$ cat src/rtl/psau_pkg.sv
package psau_pkg;
   typedef enum logic [2:0] {
      OP_ADD = 3'd0,
      OP_SUB = 3'd1,
      OP_MIN = 3'd2,
      OP_MAX = 3'd3,
      OP_AVG = 3'd4
   } psau_op_e;

   typedef enum logic [1:0] {
      SZ_8   = 2'd0,
      SZ_16  = 2'd1,
      SZ_32  = 2'd2,
      SZ_32X = 2'd3
   } psau_sz_e;

   localparam int NUM_SIZES = 3;
   localparam int BASE_LW   = 8;
endpackage

$ cat src/rtl/psau_lane.sv
module psau_lane
   import psau_pkg::*;
#(
   parameter int LW = 8
) (
   input  logic [LW-1:0] a,
   input  logic [LW-1:0] b,
   input  logic [2:0]    op,
   input  logic          sgn,
   input  logic          sat_en,
   output logic [LW-1:0] res,
   output logic          clamp
);
   localparam int XW = LW + 2;

   if (LW < 2) begin : g_bad_lw
      $error("psau_lane: LW must be at least 2");
   end

   logic signed [XW-1:0] ext_a, ext_b, sum, dif, full, rnd;
   logic signed [XW-1:0] hi_lim, lo_lim;
   logic                 lt, over, under, arith;

   always_comb begin
      ext_a  = $signed({{2{sgn & a[LW-1]}}, a});
      ext_b  = $signed({{2{sgn & b[LW-1]}}, b});
      sum    = ext_a + ext_b;
      dif    = ext_a - ext_b;
      rnd    = sum + XW'(1);
      lt     = dif[XW-1];
      hi_lim = sgn ? $signed({3'b000, {(LW-1){1'b1}}}) : $signed({2'b00, {LW{1'b1}}});
      lo_lim = sgn ? $signed({3'b111, {(LW-1){1'b0}}}) : '0;
      full   = (op == OP_SUB) ? dif : sum;
      arith  = (op == OP_ADD) || (op == OP_SUB);
      over   = full > hi_lim;
      under  = full < lo_lim;
      clamp  = arith && sat_en && (over || under);
      unique case (op)
         OP_ADD, OP_SUB: begin
            if (sat_en && over)       res = hi_lim[LW-1:0];
            else if (sat_en && under) res = lo_lim[LW-1:0];
            else                      res = full[LW-1:0];
         end
         OP_MIN:  res = lt ? a : b;
         OP_MAX:  res = lt ? b : a;
         OP_AVG:  res = rnd[LW:1];
         default: res = '0;
      endcase
   end

   logic signed [XW-1:0] ext_r;
   assign ext_r = $signed({{2{sgn & res[LW-1]}}, res});

   always_comb begin
      if (op == OP_MIN || op == OP_MAX)
         AST_MINMAX_PICKS_OPERAND: assert (res == a || res == b);
      if (op == OP_AVG)
         AST_AVG_WITHIN_OPERANDS: assert ((ext_r >= ext_a || ext_r >= ext_b) &&
                                          (ext_r <= ext_a || ext_r <= ext_b));
      if (op > OP_AVG)
         AST_UNUSED_OP_ZERO: assert (res == '0 && !clamp);
   end
endmodule

$ cat src/rtl/psau_group.sv
module psau_group
   import psau_pkg::*;
#(
   parameter int DW = 128,
   parameter int LW = 8
) (
   input  logic [DW-1:0] a,
   input  logic [DW-1:0] b,
   input  logic [2:0]    op,
   input  logic          sgn,
   input  logic          sat_en,
   output logic [DW-1:0] res,
   output logic          clamp_any
);
   localparam int NL = DW / LW;

   if (DW % LW != 0) begin : g_bad_split
      $error("psau_group: DW must be a multiple of LW");
   end

   logic [NL-1:0] clamp_v;

   for (genvar i = 0; i < NL; i++) begin : g_lane
      psau_lane #(.LW(LW)) i_lane (
         .a      (a[i*LW +: LW]),
         .b      (b[i*LW +: LW]),
         .op     (op),
         .sgn    (sgn),
         .sat_en (sat_en),
         .res    (res[i*LW +: LW]),
         .clamp  (clamp_v[i])
      );
   end

   assign clamp_any = |clamp_v;
endmodule

$ cat src/rtl/psau_top.sv
module psau_top
   import psau_pkg::*;
#(
   parameter int DATA_W = 128
) (
   input  logic              clk,
   input  logic              rst_n,
   input  logic              in_valid,
   input  logic [DATA_W-1:0] opnd_a,
   input  logic [DATA_W-1:0] opnd_b,
   input  logic [1:0]        elem_sz,
   input  logic              is_signed,
   input  logic              sat_mode,
   input  logic [2:0]        opcode,
   input  logic              sat_clr,
   output logic              out_valid,
   output logic [DATA_W-1:0] result,
   output logic              sat_flag
);
   localparam int MAX_LW = BASE_LW << (NUM_SIZES - 1);

   if (DATA_W < MAX_LW || DATA_W % MAX_LW != 0) begin : g_bad_width
      $error("psau_top: DATA_W must be a positive multiple of the widest lane");
   end

   logic [DATA_W-1:0] grp_res   [NUM_SIZES];
   logic              grp_clamp [NUM_SIZES];

   for (genvar g = 0; g < NUM_SIZES; g++) begin : g_size
      psau_group #(.DW(DATA_W), .LW(BASE_LW << g)) i_group (
         .a         (opnd_a),
         .b         (opnd_b),
         .op        (opcode),
         .sgn       (is_signed),
         .sat_en    (sat_mode),
         .res       (grp_res[g]),
         .clamp_any (grp_clamp[g])
      );
   end

   logic [1:0]        sz_idx;
   logic [DATA_W-1:0] sel_res;
   logic              sel_clamp;

   always_comb begin
      unique case (psau_sz_e'(elem_sz))
         SZ_8:    sz_idx = 2'd0;
         SZ_16:   sz_idx = 2'd1;
         default: sz_idx = 2'd2;
      endcase
      sel_res   = grp_res[sz_idx];
      sel_clamp = grp_clamp[sz_idx];
   end

   always_ff @(posedge clk or negedge rst_n) begin
      if (!rst_n) begin
         out_valid <= 1'b0;
         result    <= '0;
         sat_flag  <= 1'b0;
      end else begin
         out_valid <= in_valid;
         if (in_valid) result <= sel_res;
         if (in_valid && sel_clamp) sat_flag <= 1'b1;
         else if (sat_clr)          sat_flag <= 1'b0;
      end
   end

   AST_RESULT_HOLDS: assert property (@(posedge clk) disable iff (!rst_n)
      !in_valid |=> $stable(result));
   AST_STICKY_RISE_CAUSE: assert property (@(posedge clk) disable iff (!rst_n)
      $rose(sat_flag) |-> $past(in_valid) && $past(sat_mode) && ($past(opcode) < 3'd2));
   AST_STICKY_KEEPS: assert property (@(posedge clk) disable iff (!rst_n)
      sat_flag && !sat_clr |=> sat_flag);
   AST_VALID_SINGLE: assert property (@(posedge clk) disable iff (!rst_n)
      in_valid |=> out_valid);
   AST_NO_SAT_WRAP: assert property (@(posedge clk) disable iff (!rst_n)
      in_valid && !sat_mode && !sat_flag && !sat_clr |=> !sat_flag);
endmodule

$ cat config.mk
export PLATFORM = sky130hd
export DESIGN_NAME = psau_top
export DESIGN_NICKNAME = d
export VERILOG_FILES = /design/src/rtl/psau_pkg.sv /design/src/rtl/psau_lane.sv /design/src/rtl/psau_group.sv /design/src/rtl/psau_top.sv
export SDC_FILE = /design/constraint.sdc
export NUM_CORES = 2
export LEC_CHECK = 0
export BUFFER_PORTS_ARGS = -buffer_cell sky130_fd_sc_hd__buf_2
export CORE_MARGIN = 4
export CORE_UTILIZATION = 55
export CTS_BUF_LIST = sky130_fd_sc_hd__clkbuf_4
export DETAILED_ROUTE_END_ITERATION = 16
export HOLD_SLACK_MARGIN = 0.08
export PLACE_DENSITY = 0.82
export SETUP_SLACK_MARGIN = 0.3
export SLEW_MARGIN = 30
export SYNTH_ARGS = -nofsm -noshare
export SYNTH_HDL_FRONTEND = slang
export SYNTH_SLANG_ARGS = --single-unit
$ cat constraint.sdc
create_clock -name clk -period 2 [get_ports clk]
set_clock_uncertainty 0.15 [all_clocks]
set_input_delay 0.5 -clock clk [delete_from_list [all_inputs] [get_ports clk]]
set_output_delay 0.5 -clock clk [all_outputs]
set_load 0.03 [all_outputs]
==> results of run 1 <==
## per-stage QoR
stage          cells  util (%)
4_1_cts        13537      95.1
3_5_place_dp   13158      85.0
3_3_place_gp   13158      85.0
2_1_floorplan   8430         -
## cells in the mapped netlist, drive strengths merged, types with 161 or more instances
| master | instances |
|---|---|
| o21ai | 604 |
| a21oi | 784 |
| clkbuf | 430 |
| xnor2 | 492 |
| o211ai | 161 |
| nand3 | 205 |
| ha | 428 |
| nor2 | 816 |
| inv | 403 |
| mux2i | 346 |
| nor3 | 247 |
| o221ai | 165 |
| nand2 | 656 |
## per-layer routing
layer / track usage [%] / overflow
met1: 99.2 / 1143
met2: 156 / 12384
met3: 97.6 / 1027
met4: 126 / 2946
met5: 93.5 / 181
## timing repair
action / CTS
endpoints found under the setup margin: 259
gates resized for setup: 1697
pin swaps: 421
hold endpoints to repair: 141
buffers inserted: 337
gates cloned: 3
hold buffers: 8
## kinds of logic after synthesis
family,share of synthesized area (%)
simple gates,25.7
compound gates,34.1
buf+inv,6.52
xor+xnor,10.0
fa+ha+maj,10.6
mux,7.24
flops,5.77
==> flow_summary.toml, run 1 <==
[floorplanning]
die_x_um = 328
start_util_pct = 55.4
rows = 117
io_pins = 397
die_h_um = 328

[clocking]
numCtsBuffers = 17
cts-root-buf = "clkbuf_4"
cts_sinks = 130
htreeDepth = 4
clock_path_buffers = 2

[logic_synthesis]
synth_nets = 9157
synth-edff-count = 0
ys_ff_latch = 130
synth_top_area_share_pct = 9.50
yosysSeqAreaShare_pct = 5.77
synthFlopType = "dfrtp_1"
yosys-top-cells-area = "ha_1 (9.5%), xnor2_1 (7.6%), a21oi_1 (7.0%)"
syn_inst = 8430
synth_cell_types = 96
async_flop_share_pct = 100
syn_area_mm2 = 0.0564
yosys_warnings = 0
postSynthAreaPerCell_um2 = 6.68
synth_top_area_cell = "ha_1"

[grt]
grt_max_degree = 74
grt_first_pass_wirelength_mm = 977
track_usage_pct = 118
overflow = 17681
grt_pass1_vias = 140700

[place]
dp_hpwl_mm = 324
dp_slack_ns = -3.99
routabilityCongestion = 1.34
io_buffers = 396
place_area_mm2 = 0.0865

[status]
haltStage = "5_1_grt"
status = "stopped before the end"
stop_error = "[ERROR GRT-0116] Global routing finished with congestion. Check the congestion regions in the DRC Viewer."
==> run 2, diff against run 1 <==
--- a/config.mk
+++ b/config.mk
@@ -7,12 +7,9 @@
 export LEC_CHECK = 0
 export BUFFER_PORTS_ARGS = -buffer_cell sky130_fd_sc_hd__buf_2
 export CORE_MARGIN = 4
-export CORE_UTILIZATION = 55
-export CTS_BUF_LIST = sky130_fd_sc_hd__clkbuf_4
+export CORE_UTILIZATION = 40
 export DETAILED_ROUTE_END_ITERATION = 16
-export HOLD_SLACK_MARGIN = 0.08
-export PLACE_DENSITY = 0.82
-export SETUP_SLACK_MARGIN = 0.3
+export PLACE_DENSITY_LB_ADDON = 0.15
 export SLEW_MARGIN = 30
 export SYNTH_ARGS = -nofsm -noshare
 export SYNTH_HDL_FRONTEND = slang
==> flow_summary.toml, run 2 <==
[status]
status = "finished, violations left"
violations = "negative setup slack"

[route]
antenna_left = 0
drcViolationCount = 0
wirelength_mm = 397
first_pass_iters = 12
first_iter_violations = 13146
vias = 92140
routedWlPerCell_um = 27.8
avgViaCountPerCell = 6.46

[floorplanning]
rows = 137
die_h_um = 383
die_area_mm2 = 0.147
start_util_pct = 40.3
io_pins = 397
die_x_um = 383
design.core.area_mm2 = 0.140

[timing]
finalCriticalPeriod_ns = 4.88
worst_pin_slew_ns = 0.841
fin_crit_sh_pct = 244
setup_viol = 132
rsz0062_at_grt = "true"
max_slew_margin_pct = 44.0
drv_slew = 0
final.setup.tns_ns = -328.64
holdWs_ns = 0.181
fmax_ghz = 0.205
fin_ws_ns = -2.88
final_hold_viol_count = 0

[finish]
final_common_cell = "buf_4"
largest_reg_flops = 128
drive_above_1_share_pct = 47.5
post-route-cell-area_mm2 = 0.101
area_growth_pct = 79.9
num-fill-cells = 11144
finalCoreUtilization_pct = 72.6
nets = 13095
top_register = "result"
layout_common_cells = "buf_4 (3739), nor2_1 (750), a21oi_1 (652)"
top_regs = "result x128, out_valid x1, sat_flag x1"

[logic_synthesis]
yosysSeqAreaShare_pct = 5.77
synth_top_area_cell = "ha_1"
synthFlopType = "dfrtp_1"
synth_cell_types = 96
yosys_warnings = 0
syn_area_mm2 = 0.0564
postSynthAreaPerCell_um2 = 6.68
ys_ff_latch = 130
yosysMostFrequentCell = "nor2_1"
synth_top_area_share_pct = 9.50
synth_nets = 9157
synth_commonest_cells = "nor2_1 (816), a21oi_1 (784), nand2_1 (656)"
async_flop_share_pct = 100
synth-edff-count = 0
yosys-top-cells-area = "ha_1 (9.5%), xnor2_1 (7.6%), a21oi_1 (7.0%)"
syn_inst = 8430

[grt]
track_usage_pct = 49.9
grt_antenna_before_repair = 28
overflow = 0
grt_pass1_vias = 88157
grt_max_degree = 64
grt_first_pass_wirelength_mm = 559

[worst_hold_path]
hp-start = "in_valid"
holdPathStages = 2
worstHoldEndpoint = "out_valid"
hold_class = "input port to flop"

[critical_path]
cpMostUsedCell = "or4_4"
critPathBufInv = 3
cp_data_arrival_time_ns = 5.16
critPathMaxFanout = 4
max_stage_delay_ns = 0.59
ff2ff_setup_slack_ns = 0.57
cpMaxStageDelayCell = "or4_4"
path_cells = "buf_8 > inv_4 > ha_4 > fa_2 > nand2b_4 > a211oi_4 > buf_6 > nor2_4 > xnor2_2 > mux2_4 > or4b_1 > or4_4 > o31a_1 > or4_1 > or4_4 > o31ai_2 > a22oi_1"
cp-startpoint = "opnd_a[96]"
critPathLaunchType = "input port"
crit_type = "input port to flop"
reg2regPathDepth = 4
setup.worst_path.end_class = "flop"
r2r-start = "sat_flag"
required_ns = 2.28
r2r_end = "sat_flag"
critical_path.top_delay_family = "simple AND/OR/NAND/NOR gates"

[clocking]
clk_latency_ns = 0.55
clk_pin_slew_ns = 0.07
cts_sinks = 130
clock_path_buffers = 2
cts-root-buf = "clkbuf_16"
htreeDepth = 4
cts_tree = "yes"
numCtsBuffers = 17

[place]
routabilityCongestion = 1.13
place_area_mm2 = 0.0894
dp_hpwl_mm = 313
io_buffers = 396
dp_slack_ns = -3.83

[power_and_ir_drop]
power.density_mw_per_mm2 = 551
p_leak_nw = 45.8
vdd_drop_max_mv = 0.953

[job]
maxCapViolCount = 0
-- run 2: cell counts after synthesis --
No cell type changed its count.
-- run 2: through the flow --
stage | power, mW | instances
after floorplan | 22.3 | 8430
after global placement | 43.8 | 13905
after detailed placement | 44.3 | 13905
after CTS | 51.5 | 14152
after global routing | 57.5 | 14258
final | 55.9 | 14270
-- run 2: layout make-up --
class                   instances  area, µm²  area share [%]
inverters                     419       1660            1.64
well taps                    1876       2350            2.32
diodes                         13       32.5          0.0321
multi-input cells            7340      57800            57.1
flip-flops and latches        130       3290            3.25
repair buffers               4460      35600            35.2
clock buffers                  19        443           0.437
clock inverters                13        111           0.110
-- run 2: metal layers --
metal  wire length (µm)  GRT usage [%]
met4              36400           34.4
met2             161000           73.6
met1             147000           62.4
met3              53300           14.7
met5                182              0
-- run 2: worst register-to-register path: stages (launching register included) --
cell and delay, ns:
dfrtp_1 0.54, nand2b_1 0.19, nand3_1 0.10, a2111oi_2 0.21
a22oi_1 0.11
-- run 2: power breakdown --
group	internal (mW)	switching, mW
sequential	3.07	0.682
clock	1.74	1.90
combinational	22.1	26.4
-- run 2: logic make-up (layout without fill, tap and decap cells) --
logic type,count (synthesis),in the layout,synth area share (%)
AOI/OAI and AO/OA,2906,2907,34.1
muxes,401,401,7.24
other,0,13,0
xor gates and xnor gates,646,646,10.0
adders and majority gates,460,460,10.6
buffers and inverters,961,4911,6.52
and+or+nand+nor,2926,2926,25.7
DFF,130,130,5.77
-- run 2: worst max-delay path by stage --
| stage | end | slack, ns | cells after the start |
|---|---|---|---|
| global placement | sat_flag | -3.85 | 23 |
| CTS | sat_flag | -2.75 | 18 |
| global route | sat_flag | -3.01 | 24 |
| detailed placement | sat_flag | -3.83 | 20 |
| finish | sat_flag | -2.88 | 17 |
| floorplan | sat_flag | -3.17 | 22 |
-- run 2: repair_timing --
action                      CTS  global route
cloned                        7             1
setup endpoints to repair   138           158
hold buffers                  1             0
setup buffers               227           136
hold endpoints to repair    130             0
gates resized for setup    1228           713
pin swaps                   447           325
No activity file was read; power rests on OpenSTA's default activity.
